==> src/rtl/isr_entry_pkg.sv <==
package isr_entry_pkg;

    typedef enum logic [2:0] {
        ST_IDLE,
        ST_PUSH_HI,
        ST_PUSH_LO,
        ST_VEC_RD,
        ST_DONE
    } ent_state_t;

    typedef enum logic [1:0] {
        SRC_NONE,
        SRC_NMI,
        SRC_SOFT,
        SRC_INTR
    } req_src_t;

    localparam int unsigned PUSH_WORDS = 3;
    localparam int unsigned VEC_BYTES  = 4;
    localparam int unsigned BYTE_W     = 8;

endpackage

==> src/rtl/isr_req_arbiter.sv <==
module isr_req_arbiter
    import isr_entry_pkg::*;
#(
    parameter int unsigned TYPE_W = 8,
    parameter logic [TYPE_W-1:0] NMI_TYPE = TYPE_W'(2)
) (
    input  logic              clk,
    input  logic              rst_n,
    input  logic              nmi_req,
    input  logic              soft_req,
    input  logic [TYPE_W-1:0] soft_type,
    input  logic              intr_req,
    input  logic [TYPE_W-1:0] intr_type,
    input  logic              int_enable,
    input  logic              take,
    output logic              grant_vld,
    output logic [TYPE_W-1:0] grant_type,
    output req_src_t          grant_src
);

    logic              nmi_pend;
    logic              soft_pend;
    logic [TYPE_W-1:0] soft_type_q;

    // Strobed sources are held until served; a new strobe re-arms them.
    always_ff @(posedge clk or negedge rst_n) begin
        if (!rst_n) begin
            nmi_pend    <= 1'b0;
            soft_pend   <= 1'b0;
            soft_type_q <= '0;
        end else begin
            nmi_pend  <= (nmi_pend  && !(take && grant_src == SRC_NMI))  || nmi_req;
            soft_pend <= (soft_pend && !(take && grant_src == SRC_SOFT)) || soft_req;
            if (soft_req) begin
                soft_type_q <= soft_type;
            end
        end
    end

    // Fixed priority: unmaskable, software, maskable (gated by enable flag).
    always_comb begin
        grant_vld  = 1'b0;
        grant_type = '0;
        grant_src  = SRC_NONE;
        if (nmi_pend) begin
            grant_vld  = 1'b1;
            grant_type = NMI_TYPE;
            grant_src  = SRC_NMI;
        end else if (soft_pend) begin
            grant_vld  = 1'b1;
            grant_type = soft_type_q;
            grant_src  = SRC_SOFT;
        end else if (intr_req && int_enable) begin
            grant_vld  = 1'b1;
            grant_type = intr_type;
            grant_src  = SRC_INTR;
        end
    end

endmodule

==> src/rtl/isr_addr_gen.sv <==
module isr_addr_gen
    import isr_entry_pkg::*;
#(
    parameter int unsigned PADDR_W   = 20,
    parameter int unsigned OFF_W     = 16,
    parameter int unsigned SEG_SHIFT = 4,
    parameter int unsigned TYPE_W    = 8
) (
    input  logic               is_push,
    input  logic               is_hi,
    input  logic [OFF_W-1:0]   seg,
    input  logic [OFF_W-1:0]   sp,
    input  logic [TYPE_W-1:0]  vec_type,
    input  logic [1:0]         byte_idx,
    input  logic [OFF_W-1:0]   push_word,
    output logic [PADDR_W-1:0] addr,
    output logic [BYTE_W-1:0]  wdata
);

    localparam logic [OFF_W-1:0] HI_DEC = OFF_W'(1);
    localparam logic [OFF_W-1:0] LO_DEC = OFF_W'(2);

    logic [OFF_W-1:0]   stk_off;
    logic [PADDR_W-1:0] seg_base;
    logic [PADDR_W-1:0] stk_addr;
    logic [PADDR_W-1:0] vec_addr;

    always_comb begin
        // Offset arithmetic stays inside the segment (wraps at OFF_W bits).
        stk_off  = sp - (is_hi ? HI_DEC : LO_DEC);
        seg_base = PADDR_W'({seg, {SEG_SHIFT{1'b0}}});
        stk_addr = seg_base + PADDR_W'(stk_off);
        vec_addr = PADDR_W'({vec_type, byte_idx});
        addr     = is_push ? stk_addr : vec_addr;
        wdata    = is_hi ? push_word[OFF_W-1 -: BYTE_W] : push_word[BYTE_W-1:0];
    end

endmodule

==> src/rtl/isr_entry_fsm.sv <==
module isr_entry_fsm
    import isr_entry_pkg::*;
#(
    parameter int unsigned OFF_W  = 16,
    parameter int unsigned TYPE_W = 8,
    parameter int unsigned IF_POS = 9,
    parameter int unsigned TF_POS = 8
) (
    input  logic              clk,
    input  logic              rst_n,
    input  logic              boundary,
    input  logic              grant_vld,
    input  logic [TYPE_W-1:0] grant_type,
    input  logic [OFF_W-1:0]  flags_in,
    input  logic [OFF_W-1:0]  seg_in,
    input  logic [OFF_W-1:0]  cs_in,
    input  logic [OFF_W-1:0]  ip_in,
    input  logic [OFF_W-1:0]  sp_in,
    input  logic              mem_ready,
    input  logic [BYTE_W-1:0] mem_rdata,
    output logic              take,
    output logic              is_push,
    output logic              is_hi,
    output logic              is_read,
    output logic              busy,
    output logic              done,
    output logic [OFF_W-1:0]  cur_seg,
    output logic [OFF_W-1:0]  cur_sp,
    output logic [OFF_W-1:0]  push_word,
    output logic [TYPE_W-1:0] cur_type,
    output logic [1:0]        byte_idx,
    output logic              sp_wr,
    output logic [OFF_W-1:0]  sp_wdata,
    output logic [OFF_W-1:0]  new_ip,
    output logic [OFF_W-1:0]  new_cs,
    output logic [OFF_W-1:0]  new_flags
);

    localparam logic [1:0] LAST_WORD = 2'(PUSH_WORDS - 1);
    localparam logic [1:0] LAST_BYTE = 2'(VEC_BYTES - 1);
    localparam logic [OFF_W-1:0] CLR_MASK =
        ~((OFF_W'(1) << IF_POS) | (OFF_W'(1) << TF_POS));

    ent_state_t       state;
    ent_state_t       nxt;
    logic [1:0]       word_idx;
    logic [OFF_W-1:0] img_flags;
    logic [OFF_W-1:0] img_cs;
    logic [OFF_W-1:0] img_ip;
    logic [BYTE_W-1:0] vec_b [VEC_BYTES];

    // State register
    always_ff @(posedge clk or negedge rst_n) begin
        if (!rst_n) begin
            state <= ST_IDLE;
        end else begin
            state <= nxt;
        end
    end

    // Next-state logic
    always_comb begin
        nxt = state;
        unique case (state)
            ST_IDLE:    if (boundary && grant_vld) nxt = ST_PUSH_HI;
            ST_PUSH_HI: if (mem_ready) nxt = ST_PUSH_LO;
            ST_PUSH_LO: if (mem_ready) nxt = (word_idx == LAST_WORD) ? ST_VEC_RD : ST_PUSH_HI;
            ST_VEC_RD:  if (mem_ready && byte_idx == LAST_BYTE) nxt = ST_DONE;
            ST_DONE:    nxt = ST_IDLE;
            default:    nxt = ST_IDLE;
        endcase
    end

    // Decoded outputs
    always_comb begin
        take    = (state == ST_IDLE) && boundary && grant_vld;
        is_push = (state == ST_PUSH_HI) || (state == ST_PUSH_LO);
        is_hi   = (state == ST_PUSH_HI);
        is_read = (state == ST_VEC_RD);
        busy    = (state != ST_IDLE);
        done    = (state == ST_DONE);
        unique case (word_idx)
            2'd0:    push_word = img_flags;
            2'd1:    push_word = img_cs;
            default: push_word = img_ip;
        endcase
    end

    // Context capture, SP tracking and vector assembly
    always_ff @(posedge clk or negedge rst_n) begin
        if (!rst_n) begin
            word_idx  <= '0;
            byte_idx  <= '0;
            cur_type  <= '0;
            cur_seg   <= '0;
            cur_sp    <= '0;
            img_flags <= '0;
            img_cs    <= '0;
            img_ip    <= '0;
            sp_wr     <= 1'b0;
            sp_wdata  <= '0;
            new_ip    <= '0;
            new_cs    <= '0;
            new_flags <= '0;
            for (int i = 0; i < VEC_BYTES; i++) begin
                vec_b[i] <= '0;
            end
        end else begin
            sp_wr <= 1'b0;
            if (take) begin
                cur_type  <= grant_type;
                cur_seg   <= seg_in;
                cur_sp    <= sp_in;
                img_flags <= flags_in;
                img_cs    <= cs_in;
                img_ip    <= ip_in;
                word_idx  <= '0;
                byte_idx  <= '0;
            end
            if (state == ST_PUSH_LO && mem_ready) begin
                cur_sp   <= cur_sp - OFF_W'(2);
                sp_wdata <= cur_sp - OFF_W'(2);
                sp_wr    <= 1'b1;
                word_idx <= word_idx + 2'd1;
            end
            if (state == ST_VEC_RD && mem_ready) begin
                vec_b[byte_idx] <= mem_rdata;
                byte_idx        <= byte_idx + 2'd1;
                if (byte_idx == LAST_BYTE) begin
                    new_ip    <= OFF_W'({vec_b[1], vec_b[0]});
                    new_cs    <= OFF_W'({mem_rdata, vec_b[2]});
                    new_flags <= img_flags & CLR_MASK;
                end
            end
        end
    end

endmodule

==> src/rtl/isr_entry_seq.sv <==
module isr_entry_seq
    import isr_entry_pkg::*;
#(
    parameter int unsigned PADDR_W   = 20,
    parameter int unsigned OFF_W     = 16,
    parameter int unsigned SEG_SHIFT = 4,
    parameter int unsigned TYPE_W    = 8,
    parameter int unsigned IF_POS    = 9,
    parameter int unsigned TF_POS    = 8,
    parameter logic [TYPE_W-1:0] NMI_TYPE = TYPE_W'(2)
) (
    input  logic               clk,
    input  logic               rst_n,
    input  logic               insn_boundary,
    input  logic               nmi_req,
    input  logic               soft_req,
    input  logic [TYPE_W-1:0]  soft_type,
    input  logic               intr_req,
    input  logic [TYPE_W-1:0]  intr_type,
    input  logic [OFF_W-1:0]   flags_in,
    input  logic [OFF_W-1:0]   ss_in,
    input  logic [OFF_W-1:0]   cs_in,
    input  logic [OFF_W-1:0]   ip_in,
    input  logic [OFF_W-1:0]   sp_in,
    output logic               mem_valid,
    output logic               mem_we,
    output logic [PADDR_W-1:0] mem_addr,
    output logic [7:0]         mem_wdata,
    input  logic [7:0]         mem_rdata,
    input  logic               mem_ready,
    output logic               sp_wr,
    output logic [OFF_W-1:0]   sp_wdata,
    output logic               busy,
    output logic               done,
    output logic [OFF_W-1:0]   new_ip,
    output logic [OFF_W-1:0]   new_cs,
    output logic [OFF_W-1:0]   new_flags
);

    logic              grant_vld;
    logic [TYPE_W-1:0] grant_type;
    req_src_t          grant_src;
    logic              take;
    logic              is_push;
    logic              is_hi;
    logic              is_read;
    logic [OFF_W-1:0]  cur_seg;
    logic [OFF_W-1:0]  cur_sp;
    logic [OFF_W-1:0]  push_word;
    logic [TYPE_W-1:0] cur_type;
    logic [1:0]        byte_idx;

    isr_req_arbiter #(
        .TYPE_W   (TYPE_W),
        .NMI_TYPE (NMI_TYPE)
    ) arb_i (
        .clk        (clk),
        .rst_n      (rst_n),
        .nmi_req    (nmi_req),
        .soft_req   (soft_req),
        .soft_type  (soft_type),
        .intr_req   (intr_req),
        .intr_type  (intr_type),
        .int_enable (flags_in[IF_POS]),
        .take       (take),
        .grant_vld  (grant_vld),
        .grant_type (grant_type),
        .grant_src  (grant_src)
    );

    isr_entry_fsm #(
        .OFF_W  (OFF_W),
        .TYPE_W (TYPE_W),
        .IF_POS (IF_POS),
        .TF_POS (TF_POS)
    ) fsm_i (
        .clk        (clk),
        .rst_n      (rst_n),
        .boundary   (insn_boundary),
        .grant_vld  (grant_vld),
        .grant_type (grant_type),
        .flags_in   (flags_in),
        .seg_in     (ss_in),
        .cs_in      (cs_in),
        .ip_in      (ip_in),
        .sp_in      (sp_in),
        .mem_ready  (mem_ready),
        .mem_rdata  (mem_rdata),
        .take       (take),
        .is_push    (is_push),
        .is_hi      (is_hi),
        .is_read    (is_read),
        .busy       (busy),
        .done       (done),
        .cur_seg    (cur_seg),
        .cur_sp     (cur_sp),
        .push_word  (push_word),
        .cur_type   (cur_type),
        .byte_idx   (byte_idx),
        .sp_wr      (sp_wr),
        .sp_wdata   (sp_wdata),
        .new_ip     (new_ip),
        .new_cs     (new_cs),
        .new_flags  (new_flags)
    );

    isr_addr_gen #(
        .PADDR_W   (PADDR_W),
        .OFF_W     (OFF_W),
        .SEG_SHIFT (SEG_SHIFT),
        .TYPE_W    (TYPE_W)
    ) agen_i (
        .is_push   (is_push),
        .is_hi     (is_hi),
        .seg       (cur_seg),
        .sp        (cur_sp),
        .vec_type  (cur_type),
        .byte_idx  (byte_idx),
        .push_word (push_word),
        .addr      (mem_addr),
        .wdata     (mem_wdata)
    );

    assign mem_valid = is_push || is_read;
    assign mem_we    = is_push;

endmodule

==> config.mk <==
export PLATFORM = sky130hd
export DESIGN_NAME = isr_entry_seq
export DESIGN_NICKNAME = d
export VERILOG_FILES = /design/src/rtl/isr_entry_pkg.sv /design/src/rtl/isr_req_arbiter.sv /design/src/rtl/isr_addr_gen.sv /design/src/rtl/isr_entry_fsm.sv /design/src/rtl/isr_entry_seq.sv
export SDC_FILE = /design/constraint.sdc
export NUM_CORES = 1
export LEC_CHECK = 0
export BUFFER_PORTS_ARGS = -buffer_cell sky130_fd_sc_hd__buf_2
export CAP_MARGIN = 20
export CORE_ASPECT_RATIO = 0.8
export CORE_MARGIN = 1.5
export CORE_UTILIZATION = 52
export CTS_CLUSTER_DIAMETER = 120
export CTS_CLUSTER_SIZE = 8
export DETAILED_ROUTE_END_ITERATION = 10
export PLACE_DENSITY = 0.74
export SLEW_MARGIN = 20
export SYNTH_ARGS = -nofsm -noshare
export SYNTH_HDL_FRONTEND = slang
export SYNTH_SLANG_ARGS = --single-unit
==> constraint.sdc <==
create_clock -name clk -period 7.94 [get_ports clk]
set_input_delay 0.794 -clock clk [delete_from_list [all_inputs] [get_ports clk]]
set_output_delay 0.794 -clock clk [all_outputs]
set_load 0.005 [all_outputs]
==> run_results.csv <==
group,metric,value,unit
status,outcome,"completed",
power_and_ir_drop,p_int,2.78,mW
sta,setup_viol,0,
clock_tree,cts_max_level,4,
worst_setup_path,crit_type,"reg -> out",
clock_tree,cts_setup_buffers,0,
clock_tree,worstSkewPairLatency,440,ps
cells_and_area,layout.cells.non_filler,1342,
drt,route.vias.total,7378,
sta,fin_crit,5200,ps
worst_setup_path,path_max_fanout,11,
sta,worst_clock_skew,12.8,ps
global_route,grt_pass1_wl,36700,µm
floorplanning,num_rows,43,
clock_tree,cts_resized,0,
drt,vias_per_cell,5.50,
clock_tree,clockRootBuffer,"clkbuf_16",
placement,io_buffer_count,205,
floorplanning,io_pins,208,
cells_and_area,fin_nets,1238,
floorplanning,die_area,18800,µm²
worst_setup_path,cp.arrival,4410,ps
clock_tree,cts_buffers,17,
placement,dp_hpwl,15900,µm
clock_tree,clkTransAtPathRegs,70,ps
yosys,syn_area,9340,µm²
sta,hold_slack,478,ps
drt,drc,0,
power_and_ir_drop,p_sw,1.91,mW
cells_and_area,final_common_cell,"nand2_1",
yosys,synth_seq_cells,192,
placement,finalWeightedCongestion,0.880,
floorplanning,fp.coreArea,17400,µm²
sta,fmax,0.192,GHz
cells_and_area,layout_common_cells,"nand2_1, buf_2, dfrtp_1",
clock_tree,hold_buffers,0,
power_and_ir_drop,p_seq_frac,0.368,
sta,period_share,0.655,
global_route,grt_max_degree,118,
clock_tree,cts_tree,"built",
yosys,yosys.area_share.xor_xnor,0.0338,
drt,wire_per_inst,16.8,µm
clock_tree,clockBufferDepth,2,
global_route,antenna_found_initial,1,
sta,slew_viol_final,0,
yosys,synth.distinct_cells,68,
sta,rsz0062_at_grt,"no",
cells_and_area,final_util,0.636,
worst_setup_path,critPathLaunchType,"flop",
sta,timing.final.hold_violations,0,
worst_setup_path,cp_data_required_time,7150,ps
power_and_ir_drop,combPwrFrac,0.441,
clock_tree,cts.sink_count,192,
sta,setup_ws,2740,ps
yosys,synth-async-reset-ratio,1.00,
cells_and_area,syn2layout_area_growth,18.7,%
cells_and_area,diodes,0,
yosys,synth_edf_count,0,
drt,drtPass1Iterations,5,
yosys,yosysWarnings,0,
sta,finalSetupTns,0,ps
floorplanning,start_util,0.536,
yosys,syn_inst,931,
yosys,avgSynthCellArea,10.0,µm²
yosys,synthAdderAreaFrac,0.0316,
hold_path,worstHoldPathType,"in -> async",
yosys,yosys.area_share.simple,0.177,
power_and_ir_drop,p_leak,5.64,nW
cells_and_area,nFillCells,1511,
power_and_ir_drop,power.share.clock,0.191,
floorplanning,die_w,153,µm
yosys,yosys_most_used_dff,"dfrtp_1",
yosys,ys_seq_area_frac,0.515,
worst_setup_path,critPathCaptureType,"output port",
global_route,grt_pass1_vias,6883,
drt,wirelength,22600,µm
yosys,synth-compound-area-share,0.112,
power_and_ir_drop,power_switching_share,0.408,
sta,tightest_slew,1030,ps
drt,final_antenna_net_count,0,
global_route,grt_overflow,0,
placement,place_inst,1310,
run,maxCapViolations,0,
yosys,synth_top_family_by_area,"simple AND/OR/NAND/NOR gates",
yosys,synth_mux_area_frac,0.0964,
global_route,grt_usage,0.250,
sta,maxSlewHeadroom,0.310,
drt,drtIter0Drc,536,
power_and_ir_drop,powerDensity,424,nW/µm²
placement,pre_cts_slack,3240,ps
power_and_ir_drop,irDropWorstVdd,0.000223,V
cells_and_area,drive_above_1_share,0.265,
floorplanning,die_h,123,µm
==> power by group through the flow <==
stage	clock (mW)	combinational (mW)	sequential, mW
floorplan	0	1.43	1.61
global placement	0	2.03	1.72
detailed placement	0	2.05	1.74
CTS	0.910	2.07	1.73
global route	0.955	2.33	1.79
finish	0.896	2.07	1.73
==> registers in the layout, summed over array words and instances (netlist names), 3 cells and up <==
name,count
fsm_i.img_ip,16
fsm_i.img_flags,16
fsm_i.state,3
fsm_i.new_cs,16
fsm_i.cur_sp,16
fsm_i.new_flags,14
fsm_i.new_ip,16
fsm_i.vec_b,24
fsm_i.img_cs,16
arb_i.soft_type_q,8
fsm_i.cur_seg,16
fsm_i.sp_wdata,16
fsm_i.cur_type,8
==> through the flow <==
| stage | power [mW] | instance area (µm²) |
|---|---|---|
| after floorplan | 3.04 | 9340 |
| after global placement | 3.75 | 10500 |
| after detailed placement | 3.79 | 10500 |
| after CTS | 4.71 | 11100 |
| after global routing | 5.07 | 11100 |
| final | 4.70 | 11100 |
==> cell usage after synthesis, types with 12 or more instances <==
master	count	area [µm²]
nand2_1	269	1010
o21ai_0	34	170
nor2_1	34	128
clkbuf_1	37	139
dfrtp_1	192	4800
inv_1	12	45.0
mux2_2	34	383
buf_2	14	70.1
xor2_1	18	158
nor3b_1	15	113
mux2_1	45	507
xnor2_1	18	158
a21oi_1	28	140
a211oi_1	12	90.1
ha_1	22	275
==> critical path, stage by stage, from the launching register on <==
cell and delay [ps]:
dfrtp_1 520, nor3b_2 420, nand2b_1 130, ha_1 210, a211o_1 290, or3_4 390
nor3_2 190, xor2_1 190, ha_1 300, a21oi_1 310, o21ai_0 170, a221oi_1 410
a21oi_1 140, mux2i_1 170, buf_2 140
==> worst paths after layout <==
path / startpoint / to / slack (ps) / depth (start not counted)
min: rst_n / fsm_i.new_cs[12] / 480 / 1
max: fsm_i.state[0] / mem_addr[17] / 2740 / 14
min in group clk: fsm_i.sp_wdata[7] / fsm_i.sp_wdata[7] / 480 / 2
max reg2reg: fsm_i.state[1] / fsm_i.img_ip[4] / 5240 / 6
min reg2reg: fsm_i.sp_wdata[7] / fsm_i.sp_wdata[7] / 480 / 2
max in group asynchronous: rst_n / fsm_i.img_ip[14] / 5940 / 2
==> cell families (layout without fill, tap and decap cells) <==
| kind of cell | Yosys count | after routing |
|---|---|---|
| AOI/OAI and AO/OA | 158 | 158 |
| DFF | 192 | 192 |
| adders and majority gates | 23 | 23 |
| other | 1 | 2 |
| muxes | 80 | 80 |
| and+or+nand+nor | 369 | 369 |
| xor gates and xnor gates | 36 | 36 |
| buffers and inverters | 72 | 257 |
==> layer usage <==
layer / routed length (µm) / GRT usage / vias to the layer above
met2: 9450 / 0.350 / 283
met5: 0 / 0 / -
met4: 368 / 0.0679 / 0
met3: 1740 / 0.0660 / 27
li1: - / - / 3548
met1: 11000 / 0.381 / 3520
==> area by class of cell <==
| type | instances | area [µm²] | area share |
|---|---|---|---|
| flip-flops and latches | 192 | 4800 | 0.434 |
| multi-input cells | 668 | 4240 | 0.382 |
| repair buffers | 211 | 1080 | 0.0974 |
| well taps | 225 | 282 | 0.0254 |
| clock inverters | 15 | 204 | 0.0184 |
| inverters | 14 | 52.6 | 0.00474 |
| clock buffers | 17 | 425 | 0.0384 |
(Power assumes the default switching activity.)
